### src/rtl/sdram_cmd_pkg.sv
package sdram_cmd_pkg;
  localparam int NUM_BANKS = 4;
  localparam int BA_W      = $clog2(NUM_BANKS);
  localparam int ROW_W     = 13;
  localparam int BL_W      = 4;

  typedef enum logic [2:0] {
    CMD_NOP = 3'd0,
    CMD_ACT = 3'd1,
    CMD_RD  = 3'd2,
    CMD_WR  = 3'd3,
    CMD_PRE = 3'd4,
    CMD_REF = 3'd5,
    CMD_MRS = 3'd6,
    CMD_BST = 3'd7
  } cmd_e;

  typedef struct packed {
    logic [NUM_BANKS-1:0] openStb;
    logic [NUM_BANKS-1:0] closeStb;
    logic [NUM_BANKS-1:0] apStb;
  } bank_strobe_t;
endpackage

### src/rtl/sdram_cmd_decode.sv
module sdram_cmd_decode
  import sdram_cmd_pkg::*;
(
  input  logic csN,
  input  logic rasN,
  input  logic casN,
  input  logic weN,
  input  logic cke,
  output cmd_e cmd
);
  always_comb begin
    if (csN) begin
      cmd = CMD_NOP;
    end else begin
      unique case ({rasN, casN, weN})
        3'b111: cmd = CMD_NOP;
        3'b011: cmd = CMD_ACT;
        3'b101: cmd = CMD_RD;
        3'b100: cmd = CMD_WR;
        3'b010: cmd = CMD_PRE;
        3'b001: cmd = cke ? CMD_REF : CMD_NOP;
        3'b000: cmd = CMD_MRS;
        default: cmd = CMD_BST;
      endcase
    end
  end
endmodule

### src/rtl/sdram_cmd_ctrl.sv
module sdram_cmd_ctrl
  import sdram_cmd_pkg::*;
(
  input  logic                 clk,
  input  logic                 rst_n,
  input  cmd_e                 cmd,
  input  logic [BA_W-1:0]      ba,
  input  logic                 a10,
  input  logic [NUM_BANKS-1:0] bankOpen,
  input  logic [NUM_BANKS-1:0] bankPend,
  output bank_strobe_t         stb,
  output cmd_e                 cmdOut,
  output logic                 errPulse
);
  logic [NUM_BANKS-1:0] selMask;
  logic                 illegal;
  logic                 anyOpen;

  assign selMask = NUM_BANKS'(1) << ba;
  assign anyOpen = |bankOpen;

  always_comb begin
    stb     = '0;
    illegal = 1'b0;
    unique case (cmd)
      CMD_ACT: begin
        if (bankOpen[ba]) illegal = 1'b1;
        else              stb.openStb = selMask;
      end
      CMD_RD, CMD_WR: begin
        if (!bankOpen[ba] || bankPend[ba]) illegal = 1'b1;
        else if (a10)                      stb.apStb = selMask;
      end
      CMD_PRE: stb.closeStb = a10 ? '1 : selMask;
      CMD_REF, CMD_MRS: illegal = anyOpen;
      default: ;
    endcase
  end

  always_ff @(posedge clk) begin
    if (!rst_n) begin
      cmdOut   <= CMD_NOP;
      errPulse <= 1'b0;
    end else begin
      cmdOut   <= cmd;
      errPulse <= illegal;
    end
  end
endmodule

### src/rtl/sdram_bank_dp.sv
module sdram_bank_dp
  import sdram_cmd_pkg::*;
(
  input  logic                       clk,
  input  logic                       rst_n,
  input  bank_strobe_t               stb,
  input  logic [ROW_W-1:0]           rowIn,
  input  logic [BL_W-1:0]            burstLen,
  output logic [NUM_BANKS-1:0]       bankOpen,
  output logic [NUM_BANKS-1:0]       bankPend,
  output logic [NUM_BANKS*ROW_W-1:0] rowFlat
);
  logic [BL_W-1:0] blEff;
  assign blEff = (burstLen == '0) ? BL_W'(1) : burstLen;

  for (genvar b = 0; b < NUM_BANKS; b++) begin : g_bank
    logic             isOpen;
    logic [ROW_W-1:0] rowReg;
    logic [BL_W-1:0]  apCnt;

    always_ff @(posedge clk) begin
      if (!rst_n) begin
        isOpen <= 1'b0;
        rowReg <= '0;
        apCnt  <= '0;
      end else if (stb.closeStb[b]) begin
        isOpen <= 1'b0;
        apCnt  <= '0;
      end else if (stb.openStb[b]) begin
        isOpen <= 1'b1;
        rowReg <= rowIn;
      end else if (stb.apStb[b]) begin
        apCnt  <= blEff;
      end else if (apCnt == BL_W'(1)) begin
        isOpen <= 1'b0;
        apCnt  <= '0;
      end else if (apCnt != '0) begin
        apCnt  <= apCnt - BL_W'(1);
      end
    end

    assign bankOpen[b] = isOpen;
    assign bankPend[b] = (apCnt != '0);
    assign rowFlat[b*ROW_W +: ROW_W] = rowReg;
  end
endmodule

### src/rtl/sdram_cmd_tracker.sv
module sdram_cmd_tracker
  import sdram_cmd_pkg::*;
#(
  parameter int ROW_BITS = ROW_W,
  parameter int BANKS    = NUM_BANKS
) (
  input  logic                      clk,
  input  logic                      rst_n,
  input  logic                      csN,
  input  logic                      rasN,
  input  logic                      casN,
  input  logic                      weN,
  input  logic                      cke,
  input  logic                      a10,
  input  logic [BA_W-1:0]           ba,
  input  logic [ROW_BITS-1:0]       rowAddr,
  input  logic [BL_W-1:0]           burstLen,
  output logic [2:0]                cmdOut,
  output logic                      errPulse,
  output logic [BANKS-1:0]          bankActive,
  output logic [BANKS*ROW_BITS-1:0] openRow
);
  cmd_e                 decCmd;
  cmd_e                 regCmd;
  bank_strobe_t         stb;
  logic [NUM_BANKS-1:0] bankPend;

  sdram_cmd_decode u_dec (
    .csN(csN), .rasN(rasN), .casN(casN), .weN(weN), .cke(cke), .cmd(decCmd)
  );

  sdram_cmd_ctrl u_ctrl (
    .clk(clk), .rst_n(rst_n), .cmd(decCmd), .ba(ba), .a10(a10),
    .bankOpen(bankActive), .bankPend(bankPend), .stb(stb),
    .cmdOut(regCmd), .errPulse(errPulse)
  );

  sdram_bank_dp u_dp (
    .clk(clk), .rst_n(rst_n), .stb(stb), .rowIn(rowAddr), .burstLen(burstLen),
    .bankOpen(bankActive), .bankPend(bankPend), .rowFlat(openRow)
  );

  assign cmdOut = regCmd;
endmodule

### config.mk
export PLATFORM = sky130hd
export DESIGN_NAME = sdram_cmd_tracker
export DESIGN_NICKNAME = d
export VERILOG_FILES = /design/src/rtl/sdram_cmd_pkg.sv /design/src/rtl/sdram_cmd_decode.sv /design/src/rtl/sdram_cmd_ctrl.sv /design/src/rtl/sdram_bank_dp.sv /design/src/rtl/sdram_cmd_tracker.sv
export SDC_FILE = /design/constraint.sdc
export NUM_CORES = 1
export LEC_CHECK = 0
export ABC_AREA = 1
export BUFFER_PORTS_ARGS = -buffer_cell sky130_fd_sc_hd__buf_2
export CAP_MARGIN = 20
export CORE_MARGIN = 5
export CORE_UTILIZATION = 40
export CTS_BUF_LIST = sky130_fd_sc_hd__clkbuf_8
export DETAILED_ROUTE_END_ITERATION = 10
export SYNTH_ARGS = -nofsm -noshare
export SYNTH_HDL_FRONTEND = slang
export SYNTH_HIERARCHICAL = 1
export SYNTH_SLANG_ARGS = --single-unit
### constraint.sdc
create_clock -name clk -period 2.4 [get_ports clk]
set_input_delay 0.12 -clock clk [delete_from_list [all_inputs] [get_ports clk]]
set_output_delay 0.12 -clock clk [all_outputs]
set_load 0.02 [all_outputs]
==> results of run 1 <==
==> path summary, 6_finish.rpt <==
kind                                   from                        end
hold reg to reg   u_dp/g_bank[2].rowReg[10]  u_dp/g_bank[2].rowReg[10]
hold / removal                          csN           u_ctrl/cmdOut[0]
setup / recovery    u_dp/g_bank[1].apCnt[0]    u_dp/g_bank[1].apCnt[2]
setup reg to reg    u_dp/g_bank[1].apCnt[0]    u_dp/g_bank[1].apCnt[2]
==> worst reg2reg max path, delay by kind of cell, from the launching register on <==
kind                       cells  cell delay, ps
and+or+nand+nor               10            1020
buffers and inverters          3             410
DFF                            1             320
adders and majority gates      1             240
==> per-stage QoR <==
stage	setup WS, ps	power [mW]	hold slack, ps
floorplan	358.0	2.864	217.6
global placement	280.6	3.160	403.8
detailed placement	175.4	3.202	413.2
CTS	317.2	4.136	29.85
global route	72.30	4.471	44.24
finish	295.1	4.097	46.17
==> metal layers <==
metal	up-vias	part of all wire	track usage	wire length [um]
met5	-	0	0	0
met4	0	0.014	0.05771	138
met3	10	0.054	0.04319	541
met2	76	0.45	0.2682	4493
met1	1625	0.48	0.2448	4866
li1	1923	-	-	-
==> cells by family (layout without fill, tap and decap cells) <==
kind of cell | Yosys count | in the layout | synth area share
flops | 76 | 76 | 0.3971
compound gates | 82 | 82 | 0.1127
fa+ha+maj | 12 | 12 | 0.03919
simple gates | 317 | 317 | 0.3690
buf+inv | 72 | 164 | 0.08197
==> registers in the layout, summed over array words and instances (netlist names) <==
register and flops:
u_ctrl/cmdOut 3, u_ctrl/errPulse 1, u_dp/g_bank.apCnt 16, u_dp/g_bank.isOpen 4
u_dp/g_bank.rowReg 52
==> layout make-up <==
type                            count  area (um^2)
Fill cell                        1007         4728
Multi-Input combinational cell    411         1996
Sequential cell                    76         1521
Timing Repair Buffer               94        490.5
Inverter                           54        205.2
Tap cell                          129        161.4
Clock buffer                        9        123.9
Clock inverter                      7        57.56
==> cells in the final DEF, fill, tap and decap left out, drive strengths merged, types with 2 or more instances in the layout <==
cell      instances
inv              58
nand3            26
o21ai            57
nor2            163
buf              94
a21oi            21
nor3              5
nand2           118
clkbuf            9
a21boi            4
ha               12
clkinvlp          2
nand4             4
dfxtp            76
==> power by group through the flow <==
stage               logic (mW)  registers [mW]  clock network, mW
CTS                       1.65            1.53              0.954
global route              1.91            1.55               1.01
global placement          1.61            1.55                  0
finish                    1.65            1.53              0.922
detailed placement        1.64            1.56                  0
floorplan                 1.29            1.57                  0
==> impl_results.md, run 1 <==
* Status: completed
* Detailed-route via count at around 3600
* # rows at 35
* Layout Cells excl Fill at 780
* Syn Inst Count at 559
* Synthesis-to-layout area growth at 18.91%
* Switching fraction of total power at 0.4080
* Top FF cell, synth: dfxtp_1
* Most numerous cell in the Yosys netlist: nor2_1
* Finished Core Util at 0.4907
* Slew headroom at 0.6218
* CP delay by family, top: simple AND/OR/NAND/NOR gates
* Synth top area cells: dfxtp_1 (40%), nor2_1 (15%), nand2_1 (11%)
* Number of global-route vias before repair at 3400
* Post-synthesis sequential area ratio at 0.3971
* Distinct cells, synth at 24
* Vias/cell at 4.659
* Synthesized flop and latch total at 76
* Psw at 1.672 mW
* Drt total wl at 10040 um
* Setup Fix Bufs, Post-CTS at 0
* CTS Hold Bufs at 0
* Core area at 9284 um^2
* Setup TNS at 0 ps
* Worst Hold Class: input pin to register
* Iter 0 DRT Violations at 181
* Root Buffer: clkbuf_8
* Syn_nets at 598
* Final instance area at 4556 um^2
* Slowest-stage cell, CP: dfxtp_1
* # setup viols final at 0
* GRT Total Usage at 0.1767
* Clk_lat worst skew at 350 ps
* Crit Path Category: register to register
* Top post-synthesis cells by count: nor2_1 (151), nand2_1 (109), dfxtp_1 (76)
* Ant. Diodes at 0
* CP Depth at 14
* Slew @ Worst Pin at 567.2 ps
* Crit end category: register
* Worst path bufs/invs at 3
* Sequential share of power at 0.373
* Worst path arrival time at roughly 2400 ps
* # nets final at 685
* Worst vdd ir at between 0.0003 and 0.0004 V
* Post-synth EDFFs at 0
* I/O Buffers at 86
* TritonCTS clock tree: built
* Initial Util at 0.4127
* Syn Std Cell Area at roughly 3800 um^2
* Routed Antenna Nets at 0
* Pleak at approximately 2.4 nW
* Placed instance area at approximately 4400 um^2
* Clk network pwr share at 0.225
* Ys async rst share at 0
* Cts bufs inserted at 9
* Hpwl dp at 7661 um
* Cts repair resizes at 0
* Peak Freq at between 0.4 and 0.5 GHz
* Setup crit start kind: register
* Die span in y at 107.9 um
* CTS max path bufs at 2
* Internal at roughly 2.4 mW
* Critical path cell sequence: inv_1, ha_1, nand2_1, nand3_1, nand2_1, nor2_2, nand2_2, nor3_1, buf_4, inv_2, nand4_4, nand2_4, nor2_1, nor2_1
* Reg2reg setup slack at roughly 300 ps
* Ys Warns at 6
* Io pins at 87
* Global-route wire length before repair at 16480 um
* Drt wl/cell at 12.87 um
* Clock transition at the registers of the reported paths at 90 ps
* RSZ-0062 raised after global routing: no
* Crit share post-route at 0.8770
* TritonRoute pass-1 iters at 4
* Comb power frac at 0.402
* Leading area contributor after synthesis: dfxtp_1
* Final Critical Period at 2105 ps
* Die Wd at between 100 and 150 um
* CP required at 2650 ps
* DP Cell Count at 764
* Overflow after GRT at 0
* Pins over their slew limit at 0
* Worst Hold Path Cells at 4
* Worst reg2reg path depth at 14
* Pin count of the biggest net entering global routing at 41
* Hold Fails Final Rpt at 0
* Residual DRC at 0
* Share of post-route cells with drive strength above 1 at 0.2304
* Number of H-tree levels at 3
* CP max FO at 7
* Top cell type's share of synthesized area at 0.3971
* Power density over the cells at 899.4 nW/um^2
* Initial antenna violation count at 0
* RD Place Congestion at approximately 0.86
* Max-Cap Viols at 0
* Clock skew at 9.792 ps
* Slowest stage delay, CP at 320 ps
* Die area at 11630 um^2
* Syn Area/Cell at between 6 and 7 um^2
* Num Clock Sinks at 76
(Power assumes the default switching activity.)
==> run 2: changes to the inputs <==
--- a/config.mk
+++ b/config.mk
@@ -7,11 +7,13 @@
 export LEC_CHECK = 0
 export ABC_AREA = 1
 export BUFFER_PORTS_ARGS = -buffer_cell sky130_fd_sc_hd__buf_2
-export CAP_MARGIN = 20
+export CAP_MARGIN = 25
 export CORE_MARGIN = 5
 export CORE_UTILIZATION = 40
 export CTS_BUF_LIST = sky130_fd_sc_hd__clkbuf_8
 export DETAILED_ROUTE_END_ITERATION = 10
+export GPL_TIMING_DRIVEN = 0
+export PLACE_DENSITY = 0.61
 export SYNTH_ARGS = -nofsm -noshare
 export SYNTH_HDL_FRONTEND = slang
 export SYNTH_HIERARCHICAL = 1
==> run 2 against run 1 <==
Net effect: clock skew is 1.9 ps higher; utilization up 1.2 points; fmax decreased by 4.2%; clock-buffer cell count unchanged.
==> impl_results.md, run 2 (synthesized netlist as in run 1, its figures left out) <==
* Status: completed
* Pins over their slew limit at 0
* Synthesis-to-layout area growth at 21.82%
* Vias/cell at 4.759
* Most frequent cells in the layout: nor2_1 (151), nand2_1 (109), buf_2 (91)
* Die Wd at 107.9 um
* GRT Total Usage at 0.1816
* Switching fraction of total power at 0.3866
* Worst vdd ir at 0.0003372 V
* Routed Antenna Nets at 0
* Power density over the cells at approximately 920 nW/um^2
* Core area at 9284 um^2
* Final Total Pwr at 4.310 mW
* Clock transition at the registers of the reported paths at 100 ps
* CP required at 2650 ps
* Ant. Diodes at 0
* Number of global-route vias before repair at ~3600
* CTS Hold Bufs at 0
* Hold path start: rowAddr[12]
* # rows at 35
* RSZ-0062 raised after global routing: yes
* Pleak at between 2 and 2.5 nW
* Initial antenna violation count at 0
* Hold slack at 44.86 ps
* Crit end category: register
* Iter 0 DRT Violations at 130
* Largest registers: u_dp/g_bank.rowReg: 52 flops, u_dp/g_bank.apCnt: 16 flops, u_dp/g_bank.isOpen: 4 flops
* Io pins at 87
* Worst Hold Path EP: u_dp/g_bank[3].rowReg[12]
* Die span in y at between 100 and 150 um
* Crit Path Category: register to register
* Slew @ Worst Pin at 458.5 ps
* Crit Reg-Reg Endpoint: u_dp/g_bank[2].apCnt[0]
* Clk network pwr share at 0.264
* Number of H-tree levels at 3
* TritonRoute pass-1 iters at 6
* Top reg by flops: u_dp/g_bank.rowReg
* Initial Util at 0.4127
* TritonCTS clock tree: built
* Commonest non-fill, non-tap cell in the layout: nor2_1
* Drt wl/cell at 13.03 um
* Die area at ~12000 um^2
* Finished Core Util at 0.5027
* Overflow after GRT at 0
* Worst Hold Path Cells at 3
* Hpwl dp at 7841 um
* Clk_lat worst skew at 350 ps
* Filler instances at 951
* Worst path arrival time at about 2500 ps
* Share of post-route cells with drive strength above 1 at 0.2409
* Global-route wire length before repair at 17090 um
* Hold Fails Final Rpt at 0
* Clock skew at 11.71 ps
* Residual DRC at 0
* Sequential share of power at 0.354
* Num Clock Sinks at 76
* # nets final at 694
* Worst reg2reg path depth at 13
* # setup viols final at 0
* CP max FO at 7
* Drt total wl at 10280 um
* Psw at 1.667 mW
* Worst Hold Class: input pin to register
* Reg2reg setup slack at 200 ps
* Crit share post-route at 0.9159
* Internal at 2.644 mW
* Setup TNS at 0 ps
* RD Place Congestion at between 0.8 and 0.9
* Setup crit start kind: register
* Comb power frac at 0.382
* Peak Freq at about 0.45 GHz
* Slew headroom at 0.6926
* CTS max path bufs at 2
* Detailed-route via count at 3755
* I/O Buffers at 85
* Root Buffer: clkbuf_8
* Max reg flops at 52
* Worst r2r src: u_dp/g_bank[2].apCnt[0]
* Max-Cap Viols at 0
* Final Critical Period at between 2000 and 2500 ps
* Cts bufs inserted at 9
* Pin count of the biggest net entering global routing at 16
run 2: changes by cell type in the layout (fill, tap and decap cells not counted), sizes merged:
cell | before | now
bufinv | 0 | 2
clkbuf | 9 | 13
buf | 94 | 99
clkinv | 1 | 0
clkinvlp | 2 | 1
run 2: cell type report:
cell class | instances | area (um^2) | share of cell area
inverter | 54 | 205.2 | 0.04397
multi-input combinational | 411 | 2016 | 0.4319
tap | 129 | 161.4 | 0.03458
buffer | 18 | 108.9 | 0.02332
clock buffer | 9 | 123.9 | 0.02654
clock inverter | 7 | 105.1 | 0.02252
sequential | 76 | 1521 | 0.3260
timing repair buffer | 85 | 425.4 | 0.09115
run 2: power by group through the flow:
| stage | registers [mW] | logic [mW] | clock network [mW] |
|---|---|---|---|
| final | 1.53 | 1.65 | 1.14 |
| after global routing | 1.55 | 1.93 | 1.22 |
| after CTS | 1.53 | 1.65 | 1.17 |
| after detailed placement | 1.55 | 1.64 | 0 |
| after global placement | 1.55 | 1.60 | 0 |
| after floorplan | 1.57 | 1.29 | 0 |
run 2: worst max-delay path by stage:
stage / startpoint / end / slack [ps]
global route: u_dp/g_bank[2].apCnt[0] / u_dp/g_bank[2].apCnt[3] / -30
CTS: u_dp/g_bank[2].apCnt[0] / u_dp/g_bank[2].apCnt[0] / -60
floorplan: u_dp/g_bank[3].apCnt[0] / u_dp/g_bank[2].apCnt[3] / 360
detailed placement: weN / u_dp/g_bank[2].apCnt[0] / -80
global placement: weN / u_dp/g_bank[2].apCnt[3] / -30
finish: u_dp/g_bank[2].apCnt[0] / u_dp/g_bank[2].apCnt[0] / 200
run 2: stage by stage:
step                instance area [um^2]  cells  setup slack (ps)
CTS                                 4647    789            -55.43
finish                              4667    789             201.9
detailed placement                  4418    773            -77.07
global placement                    4418    773            -27.41
global route                        4667    789            -32.47
floorplan                           3831    559             358.0
run 2: critical path: stages, from the launching register on:
cell and delay [ps]:
dfxtp_1 320, inv_1 160, ha_1 250, nand2_1 80, nand3_1 80, nand2_1 60
nor2_2 110, nand2_2 120, nor3_2 380, inv_2 130, nand4_4 150, nand2_4 80
nor2_1 120, nor2_1 50
run 2: metal layers:
layer | share of wire | GRT usage
met5 | 0 | 0
met4 | 0.011 | 0.04689
met3 | 0.066 | 0.04799
met2 | 0.47 | 0.2922
met1 | 0.46 | 0.2408
run 2: what timing repair did:
| item | in CTS | in global routing |
|---|---|---|
| cloned | 0 | 0 |
| resized for setup | 0 | 4 |
| pin swaps | 0 | 0 |
| buffers inserted | 0 | 0 |
| endpoints found under the setup margin | 6 | 17 |
==> run 3: changes to the inputs <==
--- a/config.mk
+++ b/config.mk
@@ -13,7 +13,7 @@
 export CTS_BUF_LIST = sky130_fd_sc_hd__clkbuf_8
 export DETAILED_ROUTE_END_ITERATION = 10
 export GPL_TIMING_DRIVEN = 0
-export PLACE_DENSITY = 0.61
+export PLACE_DENSITY_LB_ADDON = 0.12
 export SYNTH_ARGS = -nofsm -noshare
 export SYNTH_HDL_FRONTEND = slang
 export SYNTH_HIERARCHICAL = 1
==> run 3 against run 2 <==
Net effect: global-route usage about the same; sequential cell count unchanged; critical path depth did not move; sequential power hardly changed; register-to-register slack hardly changed; non-clock buffer count is the same; via count fell by 1.7%; critical path type unchanged.
==> impl_results.md, run 3 (synthesized netlist as in run 1, its figures left out) <==
* Worst Hold Class: input pin to register
* Slowest-stage cell, CP: nor3_2
* Iter 0 DRT Violations at around 160
* Slowest stage delay, CP at 380 ps
* Power density over the cells at 908.9 nW/um^2
* Crit share post-route at 0.9143
* Setup TNS at 0 ps
* Reg2reg setup slack at 210 ps
* CP delay by family, top: simple AND/OR/NAND/NOR gates
* Worst reg2reg path depth at 13
* Clk_lat worst skew at 350 ps
* Hpwl dp at 7813 um
* Critical path cell sequence: inv_1, ha_1, nand2_1, nand3_1, nand2_1, nor2_2, nand2_2, nor3_2, inv_2, nand4_4, nand3_1, nor2_1, nor2_1
* Share of post-route cells with drive strength above 1 at 0.2409
* Final Critical Period at 2194 ps
* Crit Reg-Reg Endpoint: u_dp/g_bank[0].apCnt[3]
* TritonCTS clock tree: built
* Cts bufs inserted at 9
* Pleak at approximately 2.4 nW
* Drt wl/cell at 13.05 um
* # rows at 35
* # nets final at ~690
* Finished Core Util at 0.5012
* Met1 global-route usage at 0.2464
* Die span in y at 107.9 um
* Core area at 9284 um^2
* I/O Buffers at 85
* Filler instances at 978
* Max reg flops at 52
* Worst Hold Path Cells at 3
* Setup crit start kind: register
* Clock skew at 7.629 ps
* Worst Hold Path EP: u_dp/g_bank[0].rowReg[12]
* Setup Fix Bufs, Post-CTS at 0
* Routed Antenna Nets at 0
* # setup viols final at 0
* Vias/cell at 4.681
* Worst path bufs/invs at 2
* Hold Fails Final Rpt at 0
* GRT Total Usage at 0.1812
* RD Place Congestion at 0.8250
* Worst vdd ir at 0.0003590 V
* Root Buffer: clkbuf_8
* CTS max path bufs at 2
* Num Clock Sinks at 76
* Drt total wl at 10300 um
* GR Layer Usage met2 at 0.2864
* Peak Freq at 0.4557 GHz
* Die area at 11630 um^2
* Detailed-route via count at 3693
* Largest registers: u_dp/g_bank.rowReg: 52 flops, u_dp/g_bank.apCnt: 16 flops, u_dp/g_bank.isOpen: 4 flops
* Commonest non-fill, non-tap cell in the layout: nor2_1
* CP required at 2650 ps
* Number of H-tree levels at 3
* Number of global-route vias before repair at 3530
* Top reg by flops: u_dp/g_bank.rowReg
* Global-route wire length before repair at 16720 um
* Clock transition at the registers of the reported paths at 90 ps
* Io pins at 87
* CP max FO at 7
* GR peak layer: met2
* Residual DRC at 0
* Grt met3 use at 0.03419
* Worst path arrival time at 2440 ps
* Hold path start: rowAddr[12]
* CTS Hold Bufs at 0
* Crit Path Category: register to register
* Most frequent cells in the layout: nor2_1 (151), nand2_1 (109), buf_2 (91)
* Initial antenna violation count at 0
* Synthesis-to-layout area growth at 21.46%
* Crit end category: register
* Pin count of the biggest net entering global routing at 15
* RSZ-0062 raised after global routing: no
* TritonRoute pass-1 iters at 4
* Worst r2r src: u_dp/g_bank[1].apCnt[0]
* Overflow after GRT at 0
* Pins over their slew limit at 0
* Slew headroom at 0.6981
* Status: completed
* Max-Cap Viols at 0
* Ant. Diodes at 0
* Initial Util at 0.4127
* Die Wd at around 110 um
* Slew @ Worst Pin at between 400 and 500 ps
[run 3: metal layers]
layer  vias up  share of wire  wire length, um
met3        12          0.052              535
li1       1938              -                -
met1      1657           0.49             5073
met5         -              0                0
met2        86           0.45             4597
met4         0         0.0090               93
[run 3: worst register-to-register path, stage by stage, from the launching register on]
cell	delay, ps
dfxtp_1	320
inv_1	160
ha_1	240
nand2_1	90
nand3_1	90
nand2_1	70
nor2_2	90
nand2_2	130
nor3_2	380
inv_2	130
nand4_4	140
nand3_1	80
nor2_1	130
nor2_1	50
[run 3: cell type report]
type,instances,area [um^2],share of cell area
Multi-Input combinational cell,411,2022,0.4345
Clock inverter,6,71.32,0.01533
Clock buffer,10,137.6,0.02958
Buffer,18,108.9,0.02339
Sequential cell,76,1521,0.3270
Inverter,54,205.2,0.04410
Tap cell,129,161.4,0.03469
Timing Repair Buffer,85,425.4,0.09142
[run 3: per-stage QoR]
step	instance area [um^2]	worst slack (ps)	hold WS [ps]	power [mW]	std cells
after global placement	4418	-3.582	400.3	3.153	773
after CTS	4632	-33.61	31.61	4.260	789
after floorplan	3831	358.0	217.6	2.864	559
after detailed placement	4418	-74.20	408.0	3.209	773
after global routing	4653	40.70	46.47	4.584	789
final	4653	205.7	46.95	4.229	789
[run 3: where the power goes]
group	total, mW	internal (mW)	switching (mW)
clock	1.04	0.518	0.520
sequential	1.53	1.41	0.119
combinational	1.66	0.633	1.03
[run 3: repair_timing]
item | 4_1_cts | 5_1_grt
setup endpoints to repair | 9 | 13
cloned | 0 | 0
gates resized for setup | 1 | 4
[run 3: worst max-delay path by stage]
stage	endpoint	cells after the start	start
final	u_dp/g_bank[0].apCnt[3]	13	u_dp/g_bank[1].apCnt[0]
after global routing	u_dp/g_bank[0].apCnt[2]	13	u_dp/g_bank[2].apCnt[0]
after CTS	u_dp/g_bank[3].apCnt[2]	13	u_dp/g_bank[2].apCnt[0]
after detailed placement	u_dp/g_bank[0].apCnt[0]	13	weN
after global placement	u_dp/g_bank[2].apCnt[3]	13	weN
after floorplan	u_dp/g_bank[2].apCnt[3]	13	u_dp/g_bank[3].apCnt[0]
